$ cat config.mk
export PLATFORM = sky130hd
export DESIGN_NAME = fab_array
export DESIGN_NICKNAME = d
export VERILOG_FILES = /design/src/rtl/fab_pkg.sv /design/src/rtl/fab_cfg_reg.sv /design/src/rtl/fab_node_sel.sv /design/src/rtl/fab_cell.sv /design/src/rtl/fab_array.sv
export SDC_FILE = /design/constraint.sdc
export NUM_CORES = 1
export LEC_CHECK = 0
export BUFFER_PORTS_ARGS = -buffer_cell sky130_fd_sc_hd__buf_2
export CORE_UTILIZATION = 54
export DETAILED_ROUTE_END_ITERATION = 8
export PLACE_DENSITY = 0.79
export SETUP_SLACK_MARGIN = 0.2
export SLEW_MARGIN = 20
export SYNTH_ARGS = -nofsm -noshare
export SYNTH_HDL_FRONTEND = slang
export SYNTH_SLANG_ARGS = --single-unit
$ cat constraint.sdc
create_clock -name clk -period 8.28 [get_ports clk]
set_clock_uncertainty 0.15 [all_clocks]
set_input_delay 0.414 -clock clk [delete_from_list [all_inputs] [get_ports clk]]
set_output_delay 0.414 -clock clk [all_outputs]
set_load 0.005 [all_outputs]
$ cat src/rtl/fab_pkg.sv
package fab_pkg;
  localparam int REF_W  = 3;
  localparam int FUNC_W = 3;

  typedef enum logic [FUNC_W-1:0] {
    FN_AND  = 3'd0,
    FN_OR   = 3'd1,
    FN_XOR  = 3'd2,
    FN_NAND = 3'd3,
    FN_NOR  = 3'd4
  } fn_e;

  typedef struct packed {
    logic [REF_W-1:0]  src_a;
    logic [REF_W-1:0]  src_b;
    logic [FUNC_W-1:0] fn;
  } cell_cfg_t;

  localparam int CELL_W = $bits(cell_cfg_t);
endpackage

$ cat src/rtl/fab_cfg_reg.sv
module fab_cfg_reg #(
  parameter int CFG_W = 42
) (
  input  logic             clk,
  input  logic             rst_n,
  input  logic             load,
  input  logic [CFG_W-1:0] d,
  output logic [CFG_W-1:0] q
);
  always_ff @(posedge clk) begin
    if (!rst_n)    q <= '0;
    else if (load) q <= d;
  end

  AST_CFG_LOAD: assert property (@(posedge clk) disable iff (!rst_n)
    load |=> (q == $past(d)));
  AST_CFG_HOLD: assert property (@(posedge clk) disable iff (!rst_n)
    !load |=> $stable(q));
endmodule

$ cat src/rtl/fab_node_sel.sv
module fab_node_sel #(
  parameter int N_VIS = 2,
  parameter int REF_W = 3
) (
  input  logic [N_VIS-1:0] nodes,
  input  logic [REF_W-1:0] sel,
  output logic             y
);
  always_comb begin
    y = 1'b0;
    for (int i = 0; i < N_VIS; i++) begin
      if (sel == REF_W'(i)) y = nodes[i];
    end
  end
endmodule

$ cat src/rtl/fab_cell.sv
module fab_cell
  import fab_pkg::*;
(
  input  logic              a,
  input  logic              b,
  input  logic [FUNC_W-1:0] fn,
  output logic              y
);
  always_comb begin
    case (fn)
      FN_AND:  y = a & b;
      FN_OR:   y = a | b;
      FN_XOR:  y = a ^ b;
      FN_NAND: y = ~(a & b);
      FN_NOR:  y = ~(a | b);
      default: y = 1'b0;
    endcase
  end
endmodule

$ cat src/rtl/fab_array.sv
module fab_array
  import fab_pkg::*;
#(
  parameter int N_IN          = 2,
  parameter int N_BLK         = 2,
  parameter int CELLS_PER_BLK = 2,
  parameter int N_OUT         = 2
) (
  input  logic                                             clk,
  input  logic                                             rst_n,
  input  logic                                             cfg_valid,
  output logic                                             cfg_ready,
  input  logic [N_BLK*CELLS_PER_BLK*CELL_W+N_OUT*REF_W-1:0] cfg_word,
  input  logic [N_IN-1:0]                                  pin,
  output logic [N_OUT-1:0]                                 pout
);
  localparam int N_CELL = N_BLK * CELLS_PER_BLK;
  localparam int N_NODE = N_IN + N_CELL;
  localparam int SEL_LO = N_CELL * CELL_W;
  localparam int CFG_W  = SEL_LO + N_OUT * REF_W;

  logic [CFG_W-1:0] cfg_q;

  assign cfg_ready = 1'b1;

  fab_cfg_reg #(.CFG_W(CFG_W)) u_cfg (
    .clk  (clk),
    .rst_n(rst_n),
    .load (cfg_valid),
    .d    (cfg_word),
    .q    (cfg_q)
  );

  for (genvar k = 0; k < N_CELL; k++) begin : g_cell
    logic [N_IN+k-1:0] visible;
    cell_cfg_t         cc;
    logic              opa, opb, y;

    if (k == 0) begin : g_first
      assign visible = pin;
    end else begin : g_next
      assign visible = {g_cell[k-1].y, g_cell[k-1].visible};
    end

    assign cc = cfg_q[k*CELL_W +: CELL_W];

    fab_node_sel #(.N_VIS(N_IN+k), .REF_W(REF_W)) u_sel_a (
      .nodes(visible), .sel(cc.src_a), .y(opa));
    fab_node_sel #(.N_VIS(N_IN+k), .REF_W(REF_W)) u_sel_b (
      .nodes(visible), .sel(cc.src_b), .y(opb));
    fab_cell u_cell (.a(opa), .b(opb), .fn(cc.fn), .y(y));

    AST_FWD_ONLY_A: assert property (@(posedge clk) disable iff (!rst_n)
      (cc.src_a >= REF_W'(N_IN+k)) |-> (opa == 1'b0));
    AST_FWD_ONLY_B: assert property (@(posedge clk) disable iff (!rst_n)
      (cc.src_b >= REF_W'(N_IN+k)) |-> (opb == 1'b0));
    AST_DEAD_CODE: assert property (@(posedge clk) disable iff (!rst_n)
      (cc.fn >= 3'd5) |-> (y == 1'b0));
  end

  logic [N_NODE-1:0] all_nodes;
  assign all_nodes = {g_cell[N_CELL-1].y, g_cell[N_CELL-1].visible};

  for (genvar j = 0; j < N_OUT; j++) begin : g_out
    logic [REF_W-1:0] osel;
    assign osel = cfg_q[SEL_LO + j*REF_W +: REF_W];

    fab_node_sel #(.N_VIS(N_NODE), .REF_W(REF_W)) u_osel (
      .nodes(all_nodes), .sel(osel), .y(pout[j]));

    AST_OUT_RANGE: assert property (@(posedge clk) disable iff (!rst_n)
      (osel >= REF_W'(N_NODE)) |-> (pout[j] == 1'b0));
    AST_OUT_INPUT: assert property (@(posedge clk) disable iff (!rst_n)
      (osel < REF_W'(N_IN)) |-> (pout[j] == pin[osel[0]]));
  end
endmodule

# [Word level (Yosys, flattened, before mapping)]
# Index checks and enable logic that the tools add are counted.
[word_totals] regBits=42 output_inout_bits=3 wordCells=125
[classes] n_mux=44 n_bitwise=20 eq_ne=46 n_reduce_logical=14
[op_table] cell="$eq 3x2->1 const B" count=22
[op_table] cell="$eq 3x1->1 const B" count=14
[op_table] cell="$logic_not 3->1" count=14
[op_table] cell="$mux 1" count=40
[op_table] cell="$eq 3x3->1 const B" count=10
[op_table] cell="$pmux 1 s5" count=4
[op_table] cell="$not 1->1" count=8
[op_table] cell="$and 1x1->1" count=4
[op_table] cell="$or 1x1->1" count=4
[op_table] cell="$xor 1x1->1" count=4

# [Longest topological paths before layout]
# Gate-level depths: netlist of run 1.
[logic_depth] ltp_word=19 depth_mapped=30 depth_no_buf=27

# [By module]
# From an unflattened synthesis of run 1, not the netlist that was laid out.
[hier_totals] hier_cells=225 area_unflattened_um2=2367.3
[by_module_without_submodules] mod="fab_cfg_reg" area_per_inst_um2=1630.3 cells_per_inst=135 seq_area_each_um2=840.8 instances=1
[by_module_without_submodules] mod="fab_cell" area_per_inst_um2=88.8 cells_per_inst=13 seq_area_each_um2=0.0 instances=4
[by_module_without_submodules] mod="fab_node_sel (g_cell[3].u_sel_a ...)" area_per_inst_um2=53.8 cells_per_inst=6 seq_area_each_um2=0.0 instances=2
[by_module_without_submodules] mod="fab_node_sel (g_out[0].u_osel ...)" area_per_inst_um2=47.5 cells_per_inst=4 seq_area_each_um2=0.0 instances=2
[by_module_without_submodules] mod="fab_node_sel (g_cell[2].u_sel_a ...)" area_per_inst_um2=36.3 cells_per_inst=2 seq_area_each_um2=0.0 instances=2
[by_module_without_submodules] mod="fab_node_sel (g_cell[1].u_sel_a ...)" area_per_inst_um2=27.5 cells_per_inst=4 seq_area_each_um2=0.0 instances=2
[by_module_without_submodules] mod="fab_node_sel (g_cell[0].u_sel_a ...)" area_per_inst_um2=20.0 cells_per_inst=2 seq_area_each_um2=0.0 instances=2
[by_module_without_submodules] mod="fab_array" area_per_inst_um2=11.3 cells_per_inst=2 seq_area_each_um2=0.0 instances=1

# [Worst setup path before layout of run 1]
# Ideal clock, no wire load.
[synth_timing] path_kind="input-to-output" start="input port pin[0]" end="output port pout[1]" arrival_time_ns=5.714 path_stages=29 slack_ns=2.002 t_required_ns=7.716 path_cell_list="clkbuf_1 -> mux2i_1 -> nor3_1 -> inv_1 -> ha_1 -> or4b_1 -> and3_1 -> buf_6 -> a2111oi_4 -> or2_1 -> ha_1 -> mux2_2 -> mux2i_1 -> o32a_1 -> a21oi_1 -> a22o_1 -> ha_1 -> mux2_2 -> a22oi_1 -> and2_1 -> a2111oi_0 -> or3_1 -> ha_1 -> mux2i_1 -> a22oi_1 -> a31o_2 -> a221oi_1 -> o211a_1 -> buf_4"
[synth_between] elab_chain_len=18
[synth_lines] item="start, declared" line_no="fab_array.sv:14" rtl="input logic [N_IN-1:0] pin,"
[synth_lines] item="$mux 1 (2 in series)" line_no="fab_node_sel.sv:12" rtl="if (sel == REF_W'(i)) y = nodes[i];"
[synth_lines] item="$or 1x1->1 / $and 1x1->1 (equally long branches)"
[synth_lines] item="$not 1->1, on equally long branches" line_no="fab_cell.sv:15, fab_cell.sv:14"
[synth_lines] item="$pmux 1 s5" line_no="fab_cell.sv:10" rtl="case (fn)"
[synth_lines] item="$mux 1" line_no="fab_node_sel.sv:12"
[synth_lines] item="$or 1x1->1 / $and 1x1->1 (equally long branches)"
[synth_lines] item="$not 1->1, on equally long branches" line_no="fab_cell.sv:15, fab_cell.sv:14"
[synth_lines] item="$pmux 1 s5" line_no="fab_cell.sv:10"
[synth_lines] item="$mux 1" line_no="fab_node_sel.sv:12"
[synth_lines] item="$or 1x1->1 / $and 1x1->1 (equally long branches)"
[synth_lines] item="$not 1->1, on equally long branches" line_no="fab_cell.sv:15, fab_cell.sv:14"
[synth_lines] item="$pmux 1 s5" line_no="fab_cell.sv:10"
[synth_lines] item="$mux 1" line_no="fab_node_sel.sv:12"
[synth_lines] item="$or 1x1->1 / $and 1x1->1 (equally long branches)"
[synth_lines] item="$not 1->1, on equally long branches" line_no="fab_cell.sv:15, fab_cell.sv:14"
[synth_lines] item="$pmux 1 s5" line_no="fab_cell.sv:10"
[synth_lines] item="$mux 1 *" line_no="fab_node_sel.sv:12"
[synth_lines] item="end, declared" line_no="fab_array.sv:15" rtl="output logic [N_OUT-1:0] pout"
# Every way passes the cells marked *; elsewhere a longest branch is shown, timed or not.

# [Final worst setup path of run 1]
[layout_timing] start="register u_cfg.q[6]" end="output port pout[1]"
[layout_between] elab_chain_len=19
[layout_lines] item="start, declared" line_no="fab_cfg_reg.sv:8" rtl="output logic [CFG_W-1:0] q"
[layout_lines] item="start signal, assigned" line_no="fab_cfg_reg.sv:11" rtl="if (!rst_n) q <= '0;"
[layout_lines] item="start signal, assigned" line_no="fab_cfg_reg.sv:12" rtl="else if (load) q <= d;"
[layout_lines] item="$logic_not 3->1" line_no="fab_node_sel.sv:12"
[layout_lines] item="$mux 1" line_no="fab_node_sel.sv:12"
[layout_lines] item="$mux 1 *" line_no="fab_node_sel.sv:12"
[layout_lines] item="$or 1x1->1 / $and 1x1->1 (equally long branches)"
[layout_lines] item="$not 1->1, on equally long branches" line_no="fab_cell.sv:15, fab_cell.sv:14"
[layout_lines] item="$pmux 1 s5 *" line_no="fab_cell.sv:10"
[layout_lines] item="$mux 1" line_no="fab_node_sel.sv:12"
[layout_lines] item="$or 1x1->1 / $and 1x1->1 (equally long branches)"
[layout_lines] item="[... 3 more ...]"
[layout_lines] item="$or 1x1->1 / $and 1x1->1 (equally long branches)"
[layout_lines] item="$not 1->1, on equally long branches" line_no="fab_cell.sv:15, fab_cell.sv:14"
[layout_lines] item="$pmux 1 s5" line_no="fab_cell.sv:10"
[layout_lines] item="$mux 1" line_no="fab_node_sel.sv:12"
[layout_lines] item="$or 1x1->1 / $and 1x1->1 (equally long branches)"
[layout_lines] item="$not 1->1, on equally long branches" line_no="fab_cell.sv:15, fab_cell.sv:14"
[layout_lines] item="$pmux 1 s5" line_no="fab_cell.sv:10"
[layout_lines] item="$mux 1 *" line_no="fab_node_sel.sv:12"
# Marked as above.

==> results of run 1 <==
[path summary, 6_finish.rpt]
kind	start	end	slack, ps	depth (start not counted)
max	u_cfg.q[6]	pout[1]	1280	27
min	cfg_word[0]	u_cfg.q[0]	220	3
max reg2reg	u_cfg.q[41]	u_cfg.q[41]	7360	2
min reg2reg	u_cfg.q[7]	u_cfg.q[7]	380	2
[metal layers]
metal	share of wire [%]	vias to the layer above	GRT usage [%]
met5	0	-	0
met4	1.4	0	7.81
met3	4.7	7	6.00
met2	48	51	37.3
met1	46	852	26.8
li1	-	942	-
[power by group]
part	leakage, nW	internal, W	switching [W]
sequential	0.347	0.000214	0.0000137
clock	0.0482	0.0000673	0.0000683
combinational	0.793	0.0000492	0.0000434
[through the flow]
step                hold WS (ps)  worst slack [ps]  utilization, %  instance area, µm²
finish                       223              1280            65.5                2680
global route                 230               809            65.5                2680
CTS                          219              1280            65.5                2680
detailed placement           366              1450            63.3                2580
global placement             360              1690            63.3                2580
floorplan                    334              2000               -                2350
[cells by family after synthesis]
group / Yosys count
multiplexers: 51
AO/OA/AOI/OAI: 31
adder cells (fa/ha/maj): 8
buffers and inverters: 22
AND/OR/NAND/NOR: 91
flip-flops: 42
other: 1
[final cells by class]
cell class                      instances  share of cell area, %
Multi-Input combinational cell        182                   52.6
Sequential cell                        42                   31.4
Timing Repair Buffer                   49                   9.26
Clock buffer                            7                   3.23
Tap cell                               50                   2.34
Inverter                                7                  0.982
Clock inverter                          1                  0.187
[worst max-delay path, stage by stage, from the launching register on]
cell and delay, ps:
sky130_fd_sc_hd__dfxtp_1 370, sky130_fd_sc_hd__mux2i_1 190, sky130_fd_sc_hd__nor3_1 80, sky130_fd_sc_hd__inv_1 60
sky130_fd_sc_hd__ha_1 160, sky130_fd_sc_hd__or4b_1 430, sky130_fd_sc_hd__and3_1 330, sky130_fd_sc_hd__a2111oi_4 400
sky130_fd_sc_hd__or2_1 150, sky130_fd_sc_hd__ha_1 230, sky130_fd_sc_hd__mux2_2 270, sky130_fd_sc_hd__mux2i_1 140
sky130_fd_sc_hd__o32a_1 310, sky130_fd_sc_hd__a21oi_1 130, sky130_fd_sc_hd__a22o_1 210, sky130_fd_sc_hd__ha_1 280
sky130_fd_sc_hd__mux2_2 260, sky130_fd_sc_hd__a22oi_1 210, sky130_fd_sc_hd__and2_1 210, sky130_fd_sc_hd__a2111oi_0 120
sky130_fd_sc_hd__or3_1 330, sky130_fd_sc_hd__ha_1 210, sky130_fd_sc_hd__mux2i_1 130, sky130_fd_sc_hd__a22oi_1 130
sky130_fd_sc_hd__a31o_2 250, sky130_fd_sc_hd__a221oi_1 230, sky130_fd_sc_hd__o211a_1 200, sky130_fd_sc_hd__buf_2 110
[layout by cell type (no fill, tap or decap), types with 3 or more instances in the layout]
cell type                  netlist  final
sky130_fd_sc_hd__nand3_1         3      3
sky130_fd_sc_hd__nand2_1         4      4
sky130_fd_sc_hd__clkbuf_8        0      6
sky130_fd_sc_hd__nor2b_1        48     48
sky130_fd_sc_hd__mux2i_1        48     48
sky130_fd_sc_hd__buf_2           0     48
sky130_fd_sc_hd__a22oi_1         5      5
sky130_fd_sc_hd__inv_1           7      7
sky130_fd_sc_hd__o211ai_1        3      3
sky130_fd_sc_hd__dfxtp_1        42     42
sky130_fd_sc_hd__ha_1            8      8
sky130_fd_sc_hd__a21oi_1         6      6
sky130_fd_sc_hd__mux2_2          3      3
sky130_fd_sc_hd__or3_1           3      3
sky130_fd_sc_hd__nor2_1         18     18
sky130_fd_sc_hd__nor3_1          5      5
==> summary.txt, run 1 <==
Run status
  – Outcome: complete, no violations

Power and ir drop
  – Total power after layout: 0.000456 W
  – Worst-case vdd ir drop: 0.0000900 V
  – Leak: 1.19 nW
  – Pwr per Cell Area: 170 nW/µm²

Setup path
  – Crit-path max FO: 8
  – Data required time of the critical path: 7720 ps
  – Critical Path Sink Type: output pin
  – Arrival time of the worst setup path: 6430 ps
  – Crit path launch type: flop
  – Critical path start-end classification: reg -> out

Yosys
  – Fraction of the yosys area taken by sequential cells: 35.8%
  – Adder-cell share of the synthesized area: 4.26%
  – Summed instance area of the synthesized netlist: 2350 µm²
  – Fraction of synthesized area in multiplexers: 21.9%
  – Number of library cell types mapped by synthesis: 38
  – Mean area per synthesized cell: 9.55 µm²
  – Combinational family with the most area after synthesis: simple AND/OR/NAND/NOR gates
  – Post-synthesis share of cell area spent on xor and xnor gates: 0%
  – Top cell types by occurrence after synthesis: sky130_fd_sc_hd__mux2i_1, sky130_fd_sc_hd__nor2b_1, sky130_fd_sc_hd__dfxtp_1, sky130_fd_sc_hd__nor2_1, sky130_fd_sc_hd__ha_1
  – Top flip-flop cell by instance count after synthesis: sky130_fd_sc_hd__dfxtp_1
  – Area share of the largest cell type after synthesis: 35.8%
  – Warnings from Yosys: 0
  – Cell taking the most area after synthesis: sky130_fd_sc_hd__dfxtp_1
  – Main area contributors after synthesis: sky130_fd_sc_hd__dfxtp_1, sky130_fd_sc_hd__mux2i_1, sky130_fd_sc_hd__nor2b_1
  – Compound-cell area share of the yosys netlist: 11.4%
  – Mapped Cells: 246
  – Number of flops mapped to enable cells by yosys: 0
  – Synthesized-area fraction occupied by and/or/nand/nor cells: 22.2%
  – Post-synthesis async set-or-reset flop share: 0%
  – Net count after synthesis: 301
  – Synth Register Bits: 42

Global routing
  – First-pass GRT wire length: 7690 µm
  – Largest net degree at the start of global routing: 43
  – Vias in the first global route: 1,760
  – Leftover overflow at the end of global routing: 0
  – Total track usage: 22.1%
  – Antenna violations before repair: 0

Drt
  – Routed wirelength normalized by instance count: 13.5 µm
  – Number of DRC markers in iteration 0: 70
  – Number of vias after detailed routing: 1,852
  – Vias per cell: 5.48
  – Number of detailed-route iterations in the first pass: 4
  – Residual DRC count: 0
  – Antenna Nets Post-Route: 0
  – Total length of routed wires: 4570 µm

STA
  – Total negative slack: 0 ps
  – FMAX: 143 MHz
  – Final count of negative-setup-slack endpoints: 0
  – Time the worst path needs with I/O delays and setup: 7000 ps
  – Number of pins exceeding their max-slew limit in the final report: 0
  – Final Cycle Share: 84.5%
  – Number of endpoints with negative hold slack in the final report: 0
  – Setup repair after global routing missed its margin: no
  – Worst rel slew slack: 54.2%
  – Least-Margin Pin Slew: 687 ps

Final layout
  – Synth-to-layout area growth: 13.9%
  – Non-filler cells, final: 338
  – Total inserted antenna cells: 0
  – Registers with the most flip-flops: u_cfg.q: 42 flops
  – Register area: 841 µm²
  – Net count reported at finish: 342
  – Most flop-heavy register: u_cfg.q
  – Number of inserted filler cells in the final layout: 358
  – Share of layout cells above drive strength 1: 21.5%
  – Flip-flop count of the largest register, all copies and words added: 42
  – Total area of multi-input combinational cells: 1410 µm²

Placed design
  – Placed wire-length estimate: 3340 µm
  – Count of port buffers added during placement: 48
  – Placed insts: 330
  – Placer Congestion: 0.841

Floorplan
  – Effective utilization at floorplan: 57.5%
  – Die width: 68.0 µm
  – Die H: 68.0 µm
  – Area of the core region: 4090 µm²
  – Die Outline Area: 4620 µm²
  – Number of standard-cell rows in the floorplan: 23
  – Count of pins on the block boundary: 50

Clock network
  – H-tree lvl count: 2
  – Post-CTS setup buffer count: 0
  – Count of hold-fix buffers inserted at cts: 0
  – Clock slew seen by the registers of the worst setup and hold paths: 80 ps
  – Clock root cell: sky130_fd_sc_hd__clkbuf_8
  – Post-CTS Resized: 0
  – Clock latency on the worst-skew pair: 290 ps
  – Number of sinks handled by clock tree synthesis: 42
  – CTS Buf Count: 5
  – Maximum buffer depth of the clock tree: 2
  – TritonCTS clock tree: done

Job
  – Max Cap Violations: 0

Hold path
  – Path class of the lowest-slack min-delay path: in -> reg
Power figures use the tool's default switching activity.
==> inputs of run 2 (changes only) <==
--- a/config.mk
+++ b/config.mk
@@ -5,10 +5,11 @@
 export SDC_FILE = /design/constraint.sdc
 export NUM_CORES = 1
 export LEC_CHECK = 0
+export ABC_AREA = 1
 export BUFFER_PORTS_ARGS = -buffer_cell sky130_fd_sc_hd__buf_2
-export CORE_UTILIZATION = 54
+export CORE_UTILIZATION = 48
 export DETAILED_ROUTE_END_ITERATION = 8
-export PLACE_DENSITY = 0.79
+export PLACE_DENSITY = 0.75
 export SETUP_SLACK_MARGIN = 0.2
 export SLEW_MARGIN = 20
 export SYNTH_ARGS = -nofsm -noshare
==> constraint.sdc (replaced) <==
create_clock -name clk -period 6.36 [get_ports clk]
set_clock_uncertainty 0.15 [all_clocks]
set_input_delay 0.318 -clock clk [delete_from_list [all_inputs] [get_ports clk]]
set_output_delay 0.318 -clock clk [all_outputs]
set_load 0.005 [all_outputs]
==> run 2 against run 1 <==
  * Critical endpoint is now pout[0]
  * Cell area shrank 3.7%
  * Highest routed layer unchanged
  * Synthesized cell count increased by 37%
  * Global-route usage about the same
  * Setup slack improved by 160 ps
  * Die area rose by 6.8%
  * Non-clock buffer count is 1 lower
  * Cell count up 27%
  * Register-to-register slack got worse by 1900 ps
  * Clock power rose by 58%
==> summary.txt, run 2 <==
Run status
  – Outcome: complete, no violations

STA
  – Final Cycle Share: 77.3%
  – Total negative slack: 0 ps (unchanged)
  – Time the worst path needs with I/O delays and setup: 4920 ps
  – Setup repair after global routing missed its margin: no
  – Worst rel slew slack: 41.0% (-13 points)
  – Number of pins exceeding their max-slew limit in the final report: 0 (unchanged)
  – Least-Margin Pin Slew: 884 ps (+197 ps)
  – Number of endpoints with negative hold slack in the final report: 0 (unchanged)
  – FMAX: 203 MHz
  – Final count of negative-setup-slack endpoints: 0 (unchanged)

Setup path
  – Startpoint of the most critical setup path: u_cfg.q[6]
  – Slowest CP cell: sky130_fd_sc_hd__dfxtp_1
  – Data required time of the critical path: 5890 ps (-1830 ps)
  – Crit path depth: 34 (+26%)
  – Source of the worst register-to-register timing path: u_cfg.q[41]
  – Worst Path Buf+Inv: 5 (+3)
  – Crit path launch type: flop
  – Dominant delay contributor by cell family on the critical path: simple AND/OR/NAND/NOR gates
  – Cells on worst reg2reg path: 2 (unchanged)
  – Critical Path Sink Type: output pin
  – Slowest cell delay on critical path: 360 ps (-70 ps)
  – Worst setup path end: pout[0]
  – Reg-to-reg critical path endpoint: u_cfg.q[41]
  – Most common cell on crit path: sky130_fd_sc_hd__nand2_1
  – Slack of the worst reg-to-reg path: 5500 ps (-1860 ps)
  – Critical path start-end classification: reg -> out
  – Crit-path max FO: 4 (-4)
  – Arrival time of the worst setup path: 4450 ps (-1980 ps)

Global routing
  – Total track usage: 22.1% (about the same)
  – Vias in the first global route: 2,101 (+19%)
  – Antenna violations before repair: 0 (unchanged)
  – Leftover overflow at the end of global routing: 0 (unchanged)
  – First-pass GRT wire length: 8760 µm (+14%)
  – Largest net degree at the start of global routing: 63 (+47%)

Clock network
  – Maximum buffer depth of the clock tree: 2 (unchanged)
  – TritonCTS clock tree: done
  – Post-CTS setup buffer count: 0 (unchanged)
  – H-tree lvl count: 2 (unchanged)
  – Count of hold-fix buffers inserted at cts: 0 (unchanged)
  – CTS Buf Count: 5 (unchanged)
  – Number of sinks handled by clock tree synthesis: 42 (unchanged)
  – Clock root cell: sky130_fd_sc_hd__clkbuf_8
  – Post-CTS Resized: 0 (unchanged)
  – Clock latency on the worst-skew pair: 300 ps (about the same)
  – Clock slew seen by the registers of the worst setup and hold paths: 90 ps (about the same)

Final layout
  – Most common cell after layout, fill and taps aside: sky130_fd_sc_hd__nor2_1
  – Total inserted antenna cells: 0 (unchanged)
  – Commonest non-fill, non-tap cells in the layout: sky130_fd_sc_hd__nor2_1, sky130_fd_sc_hd__o21ai_0, sky130_fd_sc_hd__buf_2
  – Flip-flop count of the largest register, all copies and words added: 42 (unchanged)
  – Synth-to-layout area growth: 15.3%
  – Net count reported at finish: 431 (+26%)
  – Non-filler cells, final: 429 (+27%)
  – Share of layout cells above drive strength 1: 19.1% (-2.4 points)
  – Registers with the most flip-flops: u_cfg.q: 42 flops
  – Most flop-heavy register: u_cfg.q
  – Number of inserted filler cells in the final layout: 467 (+30%)

Floorplan
  – Effective utilization at floorplan: 50.6% (-6.9 points)
  – Die Outline Area: 4930 µm² (+6.8%)
  – Die width: 70.2 µm (+3.3%)
  – Area of the core region: 4410 µm² (+8.0%)
  – Number of standard-cell rows in the floorplan: 24 (+4.3%)
  – Count of pins on the block boundary: 50 (unchanged)
  – Die H: 70.2 µm (+3.3%)

Yosys
  – Number of library cell types mapped by synthesis: 22 (-42%)
  – Top flip-flop cell by instance count after synthesis: sky130_fd_sc_hd__dfxtp_1
  – Top cell types by occurrence after synthesis: sky130_fd_sc_hd__nor2_1, sky130_fd_sc_hd__o21ai_0, sky130_fd_sc_hd__dfxtp_1, sky130_fd_sc_hd__nand2_1, sky130_fd_sc_hd__inv_1
  – Net count after synthesis: 392 (+30%)
  – Summed instance area of the synthesized netlist: 2230 µm² (-4.9%)
  – Fraction of the yosys area taken by sequential cells: 37.6% (+1.8 points)
  – Cell with the most instances after synthesis: sky130_fd_sc_hd__nor2_1
  – Post-synthesis async set-or-reset flop share: 0% (unchanged)
  – Synth Register Bits: 42 (unchanged)
  – Mapped Cells: 337 (+37%)
  – Cell taking the most area after synthesis: sky130_fd_sc_hd__dfxtp_1
  – Mean area per synthesized cell: 6.63 µm² (-31%)
  – Main area contributors after synthesis: sky130_fd_sc_hd__dfxtp_1, sky130_fd_sc_hd__o21ai_0, sky130_fd_sc_hd__nor2_1
  – Area share of the largest cell type after synthesis: 37.6% (+1.8 points)
  – Warnings from Yosys: 0 (unchanged)
  – Number of flops mapped to enable cells by yosys: 0 (unchanged)

Drt
  – Residual DRC count: 0 (unchanged)
  – Routed wl met2: 2350 µm (+8.0%)
  – Met1 routed wirelength after detailed routing: 2400 µm (+13%)
  – Number of vias after detailed routing: 2,243 (+21%)
  – Total met3 wirelength after detailed routing: 190 µm (-11%)
  – Total length of routed wires: 5020 µm (+9.7%)
  – Antenna Nets Post-Route: 0 (unchanged)
  – Number of detailed-route iterations in the first pass: 4 (unchanged)
  – Vias per cell: 5.23 (-4.6%)
  – Routed wirelength normalized by instance count: 11.7 µm (-14%)
  – Number of DRC markers in iteration 0: 126 (+80%)
  – Top metal layer carrying routed signals: met4

Hold path
  – Path class of the lowest-slack min-delay path: in -> reg

Power and ir drop
  – Worst-case vdd ir drop: 0.000129 V (+44%)
  – Leak: 1.22 nW (+2.8%)
  – Pwr per Cell Area: 247 nW/µm² (+45%)

Job
  – Max Cap Violations: 0 (unchanged)

Placed design
  – Count of port buffers added during placement: 48 (unchanged)
  – Placed insts: 421 (+28%)
  – Placed wire-length estimate: 3610 µm (+8.3%)
  – Placer Congestion: 0.838 (-0.37%)
-- run 2: cell count changes after synthesis, moves of 5 or more --
cell | previous run | this run
sky130_fd_sc_hd__nand4_1 | 0 | 8
sky130_fd_sc_hd__o21ai_0 | 1 | 51
sky130_fd_sc_hd__nor2b_1 | 48 | 0
sky130_fd_sc_hd__a21oi_1 | 6 | 26
sky130_fd_sc_hd__clkbuf_1 | 6 | 12
sky130_fd_sc_hd__a22oi_1 | 5 | 0
sky130_fd_sc_hd__nand2_1 | 4 | 42
sky130_fd_sc_hd__inv_2 | 0 | 6
sky130_fd_sc_hd__buf_1 | 5 | 0
sky130_fd_sc_hd__nand3_1 | 3 | 15
sky130_fd_sc_hd__mux2i_1 | 48 | 0
sky130_fd_sc_hd__nor2_1 | 18 | 63
sky130_fd_sc_hd__inv_1 | 7 | 34
-- run 2: power breakdown --
group / leakage (nW) / internal (W) / switching (W) / total [W]
clock: 0.0514 / 0.000117 / 0.0000975 / 0.000215
combinational: 0.820 / 0.0000498 / 0.0000772 / 0.000127
sequential: 0.349 / 0.000281 / 0.0000139 / 0.000295
total: 1.22 / 0.000448 / 0.000189 / 0.000637
-- run 2: worst min-delay path by stage --
| stage | startpoint | to | cells after the start |
|---|---|---|---|
| after floorplan | u_cfg.q[16] | u_cfg.q[16] | 2 |
| after CTS | cfg_word[13] | u_cfg.q[13] | 3 |
| after detailed placement | u_cfg.q[12] | u_cfg.q[12] | 2 |
| after global routing | cfg_word[17] | u_cfg.q[17] | 3 |
| final | cfg_word[13] | u_cfg.q[13] | 3 |
| after global placement | u_cfg.q[10] | u_cfg.q[10] | 2 |
-- run 2: worst reg2reg max path, cell delays in order (launching register included) --
cell and delay [ps]:
sky130_fd_sc_hd__dfxtp_1 340, sky130_fd_sc_hd__inv_1 140, sky130_fd_sc_hd__a21oi_1 80
-- run 2: logic make-up after synthesis --
family	count (synthesis)	share of synthesized area [%]
buffers and inverters	56	9.97
adder cells (fa/ha/maj)	8	4.48
AO/OA/AOI/OAI	83	19.3
other	1	0.168
flip-flops	42	37.6
AND/OR/NAND/NOR	147	28.4
-- run 2: per-layer routing --
layer,vias to the layer above,global-route usage (%)
met5,-,0
met4,0,6.67
met2,46,38.2
met1,1020,26.5
met3,9,6.20
li1,1168,-
-- run 2: cell type report --
type / count / area (µm²) / share of cell area, %
Multi-Input combinational cell: 239 / 1170 / 45.4
Timing Repair Buffer: 48 / 240 / 9.32
Clock inverter: 2 / 37.5 / 1.46
Clock buffer: 6 / 72.6 / 2.82
Inverter: 40 / 150 / 5.83
Sequential cell: 42 / 841 / 32.6
Tap cell: 52 / 65.1 / 2.52
-- run 2: stage by stage --
| stage | hold WS, ps | utilization (%) | setup WS [ps] | cell area (µm²) | total power [W] |
|---|---|---|---|---|---|
| floorplan | 300 | - | 2070 | 2230 | 0.000393 |
| global placement | 335 | 55.9 | 1740 | 2470 | 0.000424 |
| detailed placement | 334 | 55.9 | 1540 | 2470 | 0.000428 |
| CTS | 75.7 | 58.4 | 1410 | 2580 | 0.000640 |
| global route | 84.6 | 58.4 | 945 | 2580 | 0.000674 |
| finish | 76.8 | 58.4 | 1440 | 2580 | 0.000637 |
